## config.mk

```make
export PLATFORM = sky130hd
export DESIGN_NAME = ata_tf_sequencer
export DESIGN_NICKNAME = d
export VERILOG_FILES = /design/src/rtl/ata_seq_pkg.sv /design/src/rtl/ata_step_decode.sv /design/src/rtl/ata_rb_store.sv /design/src/rtl/ata_tf_sequencer.sv
export SDC_FILE = /design/constraint.sdc
export NUM_CORES = 1
export LEC_CHECK = 0
export BUFFER_PORTS_ARGS = -buffer_cell sky130_fd_sc_hd__buf_2
export CORE_MARGIN = 1.5
export CORE_UTILIZATION = 42
export DETAILED_ROUTE_END_ITERATION = 8
export GPL_TIMING_DRIVEN = 0
export PLACE_DENSITY_LB_ADDON = 0.05
export REMOVE_ABC_BUFFERS = 1
export SLEW_MARGIN = 15
export SYNTH_ARGS = -nofsm -noshare
export SYNTH_HDL_FRONTEND = slang
export SYNTH_SLANG_ARGS = --single-unit
```

## constraint.sdc

```tcl
create_clock -name clk -period 4 [get_ports clk]
set_input_delay 1 -clock clk [delete_from_list [all_inputs] [get_ports clk]]
set_output_delay 1 -clock clk [all_outputs]
set_load 0.01 [all_outputs]
```

## src/rtl/ata_seq_pkg.sv

```systemverilog
package ata_seq_pkg;
  typedef enum logic [1:0] {OP_LOAD = 2'd0, OP_READ = 2'd1, OP_CMD = 2'd2, OP_NONE = 2'd3} op_e;

  localparam logic [3:0] A_DEV  = 4'd6;
  localparam logic [3:0] A_STAT = 4'd7;
  localparam logic [3:0] A_CTL  = 4'hE;
  localparam logic [7:0] HOB_BIT = 8'h80;

  // data source codes: 0..4 low set, 5..9 high set, 10 device, 11 control,
  // 12 control with high-byte select, 13 command
  localparam logic [3:0] D_DEV = 4'd10;
  localparam logic [3:0] D_CTL = 4'd11;
  localparam logic [3:0] D_HOB = 4'd12;
  localparam logic [3:0] D_CMD = 4'd13;

  typedef struct packed {
    logic       en;
    logic       wr;
    logic [3:0] addr;
    logic [3:0] dsel;
    logic       cap;
    logic [3:0] slot;
    logic       poll;
    logic       upd;
    logic       fin;
  } step_t;
endpackage

```

## src/rtl/ata_step_decode.sv

```systemverilog
module ata_step_decode
  import ata_seq_pkg::*;
(
  input  op_e        op,
  input  logic [3:0] idx,
  input  logic       addr_v,
  input  logic       lba48,
  input  logic       dev_v,
  input  logic       ctl_dirty,
  output step_t      st
);
  always_comb begin
    st = '0;
    case (op)
      OP_LOAD: begin
        st.wr = 1'b1;
        if (idx == 4'd0) begin
          st.en = ctl_dirty; st.addr = A_CTL; st.dsel = D_CTL; st.upd = 1'b1;
        end else if (idx <= 4'd5) begin
          st.en = addr_v & lba48; st.addr = idx; st.dsel = idx + 4'd4;
        end else if (idx <= 4'd10) begin
          st.en = addr_v; st.addr = idx - 4'd5; st.dsel = idx - 4'd6;
        end else if (idx == 4'd11) begin
          st.en = dev_v; st.addr = A_DEV; st.dsel = D_DEV;
        end else begin
          st.en = 1'b1; st.wr = 1'b0; st.addr = A_STAT;
          st.cap = 1'b1; st.slot = 4'd0; st.poll = 1'b1; st.fin = 1'b1;
        end
      end
      OP_READ: begin
        if (idx <= 4'd6) begin
          st.en = 1'b1; st.cap = 1'b1; st.slot = idx;
          st.addr = (idx == 4'd0) ? A_STAT : idx;
        end else if (idx == 4'd7) begin
          st.en = lba48; st.wr = 1'b1; st.addr = A_CTL; st.dsel = D_HOB;
        end else if (idx <= 4'd12) begin
          st.en = lba48; st.cap = 1'b1; st.addr = idx - 4'd7; st.slot = idx - 4'd1;
        end else begin
          st.en = lba48; st.wr = 1'b1; st.addr = A_CTL; st.dsel = D_CTL;
          st.upd = 1'b1; st.fin = 1'b1;
        end
      end
      OP_CMD: begin
        st.en = 1'b1; st.wr = 1'b1; st.addr = A_STAT; st.dsel = D_CMD; st.fin = 1'b1;
      end
      default: st.fin = 1'b1;
    endcase
  end
endmodule

```

## src/rtl/ata_rb_store.sv

```systemverilog
module ata_rb_store #(
  parameter int NSLOT = 12,
  parameter int W     = 8
) (
  input  logic               clk,
  input  logic               rst,
  input  logic               cap_i,
  input  logic [3:0]         slot_i,
  input  logic [W-1:0]       d_i,
  output logic [NSLOT*W-1:0] rb_o
);
  for (genvar s = 0; s < NSLOT; s++) begin : g_slot
    always_ff @(posedge clk) begin
      if (rst) rb_o[s*W +: W] <= '0;
      else if (cap_i && slot_i == 4'(s)) rb_o[s*W +: W] <= d_i;
    end
  end
endmodule

```

## src/rtl/ata_tf_sequencer.sv

```systemverilog
module ata_tf_sequencer
  import ata_seq_pkg::*;
#(
  parameter int         MAX_POLLS = 8,
  parameter logic [7:0] CTL_RST   = 8'h08,
  parameter int         NSLOT     = 12
) (
  input  logic               clk,
  input  logic               rst,
  input  logic               start_i,
  input  logic [1:0]         op_i,
  input  logic [39:0]        tf_lo_i,
  input  logic [39:0]        tf_hi_i,
  input  logic [7:0]         dev_i,
  input  logic [7:0]         ctl_i,
  input  logic [7:0]         cmd_i,
  input  logic               addr_v_i,
  input  logic               lba48_i,
  input  logic               dev_v_i,
  output logic               busy_o,
  output logic               done_o,
  output logic               err_o,
  output logic [NSLOT*8-1:0] rb_o,
  output logic               eng_req_o,
  output logic               eng_wr_o,
  output logic [3:0]         eng_addr_o,
  output logic [7:0]         eng_wdata_o,
  input  logic               eng_done_i,
  input  logic [7:0]         eng_rdata_i
);
  localparam int PW = $clog2(MAX_POLLS + 1);

  typedef enum logic [1:0] {S_IDLE, S_STEP, S_WAIT} state_e;
  state_e     state;
  op_e        op_q;
  logic [3:0] idx;
  logic [39:0] lo_q, hi_q;
  logic [7:0] dev_q, ctl_q, cmd_q, last_ctl;
  logic       av_q, l48_q, dv_q;
  logic [PW-1:0] polls;
  step_t      st;
  logic [8*14-1:0] src;
  logic [7:0] wmux;

  ata_step_decode u_dec (
    .op(op_q), .idx(idx), .addr_v(av_q), .lba48(l48_q), .dev_v(dv_q),
    .ctl_dirty(ctl_q != last_ctl), .st(st)
  );

  assign src  = {cmd_q, ctl_q | HOB_BIT, ctl_q, dev_q, hi_q, lo_q};
  assign wmux = src[8*st.dsel +: 8];

  ata_rb_store #(.NSLOT(NSLOT), .W(8)) u_store (
    .clk(clk), .rst(rst),
    .cap_i(state == S_WAIT && eng_done_i && st.cap),
    .slot_i(st.slot), .d_i(eng_rdata_i), .rb_o(rb_o)
  );

  always_ff @(posedge clk) begin
    if (rst) begin
      state <= S_IDLE; op_q <= OP_NONE; idx <= '0; polls <= '0;
      lo_q <= '0; hi_q <= '0; dev_q <= '0; ctl_q <= '0; cmd_q <= '0;
      av_q <= 1'b0; l48_q <= 1'b0; dv_q <= 1'b0;
      last_ctl <= CTL_RST;
      busy_o <= 1'b0; done_o <= 1'b0; err_o <= 1'b0;
      eng_req_o <= 1'b0; eng_wr_o <= 1'b0; eng_addr_o <= '0; eng_wdata_o <= '0;
    end else begin
      done_o    <= 1'b0;
      eng_req_o <= 1'b0;
      case (state)
        S_IDLE: if (start_i) begin
          op_q <= op_e'(op_i); lo_q <= tf_lo_i; hi_q <= tf_hi_i;
          dev_q <= dev_i; ctl_q <= ctl_i; cmd_q <= cmd_i;
          av_q <= addr_v_i; l48_q <= lba48_i; dv_q <= dev_v_i;
          idx <= '0; polls <= '0; err_o <= 1'b0; busy_o <= 1'b1;
          state <= S_STEP;
        end
        S_STEP: begin
          if (!st.en) begin
            if (st.fin) begin
              state <= S_IDLE; busy_o <= 1'b0; done_o <= 1'b1;
            end else idx <= idx + 4'd1;
          end else begin
            eng_req_o <= 1'b1; eng_wr_o <= st.wr;
            eng_addr_o <= st.addr; eng_wdata_o <= wmux;
            state <= S_WAIT;
          end
        end
        S_WAIT: if (eng_done_i) begin
          if (st.upd) last_ctl <= ctl_q;
          if (st.poll && eng_rdata_i[7]) begin
            if (polls == PW'(MAX_POLLS - 1)) begin
              err_o <= 1'b1; state <= S_IDLE; busy_o <= 1'b0; done_o <= 1'b1;
            end else begin
              polls <= polls + 1'b1; state <= S_STEP;
            end
          end else if (st.fin) begin
            state <= S_IDLE; busy_o <= 1'b0; done_o <= 1'b1;
          end else begin
            idx <= idx + 4'd1; state <= S_STEP;
          end
        end
        default: state <= S_IDLE;
      endcase
    end
  end

  // a load never sends a control byte equal to the tracked copy
  p_ctl_suppress_r2: assert property (@(posedge clk) disable iff (rst)
    (eng_req_o && eng_wr_o && eng_addr_o == A_CTL && op_q == OP_LOAD) |-> (eng_wdata_o != last_ctl));
  // request is a single-cycle pulse
  p_req_pulse_r10: assert property (@(posedge clk) disable iff (rst)
    eng_req_o |=> !eng_req_o);
  // no new request while a cycle is outstanding
  p_one_outstanding_r10: assert property (@(posedge clk) disable iff (rst)
    (state == S_WAIT && !eng_done_i) |=> !eng_req_o);
  // timeout flag only appears with completion
  p_err_at_end_r6: assert property (@(posedge clk) disable iff (rst)
    $rose(err_o) |-> done_o);
  // completion leaves the block idle
  p_done_idle_r11: assert property (@(posedge clk) disable iff (rst)
    done_o |-> !busy_o);
  // a start while busy leaves the latched operation untouched
  p_ignore_start_r11: assert property (@(posedge clk) disable iff (rst)
    (busy_o && start_i) |=> $stable(op_q));
  // command issue is a write of the command byte to status/command
  p_cmd_write_r9: assert property (@(posedge clk) disable iff (rst)
    (eng_req_o && op_q == OP_CMD) |-> (eng_wr_o && eng_addr_o == A_STAT && eng_wdata_o == cmd_q));
endmodule

```

==> qor.yml <==
critPathLaunchType: "flop"
fin_hold_ws_ps: 452
status: "complete, no violations"
synth_seq_area_share: 0.447
die_h_um: 163
rsz0062_at_grt: "no"
fin_crit_ps: 3810
drv_cap: 0
grt_max_degree: 131
htreeDepth: 1
cts.clk_slew.worst_paths_ps: 60
finClkSkew_ps: 11.3
worst-setup-path-type: "flop to flop"
worst_slew_pin_slew_ps: 828
row_count: 58
routabilityCongestion: 0.860
die_w_um: 163
irDropWorstVdd_mv: 0.276
dpl_cell_area_um2: 12100
p_per_area_nw_per_um2: 475
postRouteAntennaNets: 0
cts_setup_buffers: 0
syn_area_um2: 10800
cts.hold.buffers_added: 0
stdcell_area_um2: 12900
cp.arrival_ps: 4280
wl_um: 30700
report.final.hold_viol_count: 0
synth_edf_count: 0
cts_tree: "built"
cts_root_buf: "clkbuf_16"
syn_inst: 1280
io-pin-count: 234
nets: 1595
clock_sinks: 240
wl_per_cell_um: 17.0
synth-seq-cells: 240
drc: 0
cts_made_buffers: 26
dr.pass1.iters: 5
drive_gt1_frac: 0.224
final_cells: 1804
postCtsResizedCells: 2
relSlewSlack: 0.446
crit_fanout: 37
num_antenna_cells: 0
max_freq_ghz: 0.263
initial_utilization: 0.427
area_delta_synth_final_pct: 20.0
die_area_um2: 26600
hp-class: "flop to flop"
final_cell_mix: "271 x nand2_1, 238 x dfxtp_1, 232 x buf_2, 155 x a21oi_1, 146 x nor2_1"
setup_slack_ps: 192
grt_first_pass_wirelength_um: 47800
setup_viol: 0
avgViaCountPerCell: 5.19
cts_buffer_depth: 3
clock_latency_ps: 540
io_buffer_count: 233
antenna_found_initial: 1
synth.avg_cell_area_um2: 8.40
fin_crit_sh: 0.952
grt_pass1_vias: 8717
nFillCells: 2507
dr_total_vias: 9371
final_common_cell: "nand2_1"
dp_hpwl_um: 21000
required_ps: 4480
yosysWarnings: 0
drtIter0Drc: 602
grt_use_total: 0.225
end_kind: "flop"
ys.flop_type: "dfxtp_1"
p_leak_nw: 5.41
gr-total-overflow: 0
post-place-ws_ps: -164
ys_types: 77
core_um2: 25200
dp.cells: 1759
synthArstFlopShare: 0
finalMaxSlewViolations: 0
==> per-stage QoR <==
stage,TNS [ps],utilization,total power [mW]
after floorplan,0,-,3.38
after global placement,-148360,0.473,3.82
after CTS,0,0.512,6.20
final,0,0.512,6.13
after detailed placement,-1560,0.479,3.85
after global routing,0,0.512,6.43
==> synthesized netlist by cell type (6+ instances only) <==
| cell | n | share of area |
|---|---|---|
| ha_1 | 17 | 0.020 |
| clkbuf_1 | 50 | 0.017 |
| o21ai_0 | 17 | 0.0079 |
| a31oi_1 | 6 | 0.0035 |
| o221ai_1 | 12 | 0.0098 |
| inv_1 | 14 | 0.0049 |
| nand3_1 | 8 | 0.0037 |
| nand2b_1 | 7 | 0.0041 |
| buf_6 | 6 | 0.0063 |
| o21a_1 | 6 | 0.0042 |
| nor3_1 | 6 | 0.0028 |
| o21ai_1 | 25 | 0.012 |
| a21oi_1 | 155 | 0.072 |
| buf_2 | 21 | 0.0098 |
| buf_1 | 6 | 0.0021 |
| xnor2_1 | 9 | 0.0073 |
| mux2i_1 | 105 | 0.098 |
| nand2_1 | 272 | 0.095 |
| a311oi_1 | 7 | 0.0057 |
| mux2_2 | 13 | 0.014 |
| nor2_4 | 7 | 0.0073 |
| nor2_1 | 146 | 0.051 |
| a211oi_1 | 6 | 0.0042 |
| dfxtp_1 | 240 | 0.45 |
| o22ai_1 | 23 | 0.013 |
==> cell families (layout without fill, tap and decap cells) <==
kind of cell,count (synthesis),in the layout,share of synthesized area
simple gates,485,485,0.196
compound gates,304,304,0.171
flops,240,240,0.447
mux,118,118,0.111
buf+inv,104,298,0.0444
fa+ha+maj,17,17,0.0198
xor+xnor,12,12,0.00977
==> metal layers <==
metal  track usage  vias up  wire length, um
met5             0        -               16
met4        0.0713        2              757
met3        0.0391       48             1740
met2         0.364      257            13900
met1         0.305     4314            14200
li1              -     4750                -
==> registers in the layout (all words and copies together) (netlist names), 8 cells and up <==
name and count:
hi_q 40, last_ctl 8, eng_wdata_o 8, cmd_q 8, dev_q 8, ctl_q 8, u_store.rb_o 96, lo_q 40
==> critical path, stage by stage, from the launching register on <==
cell      delay [ps]
dfxtp_1          620
inv_1            300
ha_1             370
a21oi_1          230
o221ai_1         250
a2111o_1         540
and2_4           350
mux2i_1          170
a221o_1          320
a22oi_1          400
a31o_1           200
==> layout make-up <==
class                           instances  area, um^2  area share
Tap cell                              330         413      0.0320
Clock inverter                          9        87.6     0.00679
Multi-Input combinational cell        936        5500       0.426
Inverter                               16        60.1     0.00465
Sequential cell                       240        4810       0.373
Clock buffer                           36         748      0.0580
Timing Repair Buffer                  237        1290      0.0997
==> report_power, final <==
group          internal [mW]  total (mW)  leakage [nW]  switching [mW]
Combinational          0.422        1.14          3.04           0.717
Sequential              2.55        2.65          1.95           0.106
Clock                   1.37        2.34         0.413           0.970
Total                   4.33        6.13          5.41            1.79
==> path summary, 6_finish.rpt <==
path	start	end	slack, ps	cells after the start
setup / recovery	idx[2]$_SDFFE_PP0P_	eng_wdata_o[1]$_SDFFE_PP0P_	190	10
hold / removal	hi_q[6]$_SDFFE_PP0P_	hi_q[6]$_SDFFE_PP0P_	450	2
setup reg to reg	idx[2]$_SDFFE_PP0P_	eng_wdata_o[1]$_SDFFE_PP0P_	190	10
hold reg to reg	hi_q[6]$_SDFFE_PP0P_	hi_q[6]$_SDFFE_PP0P_	450	2
No activity file was read; power rests on OpenSTA's default activity.
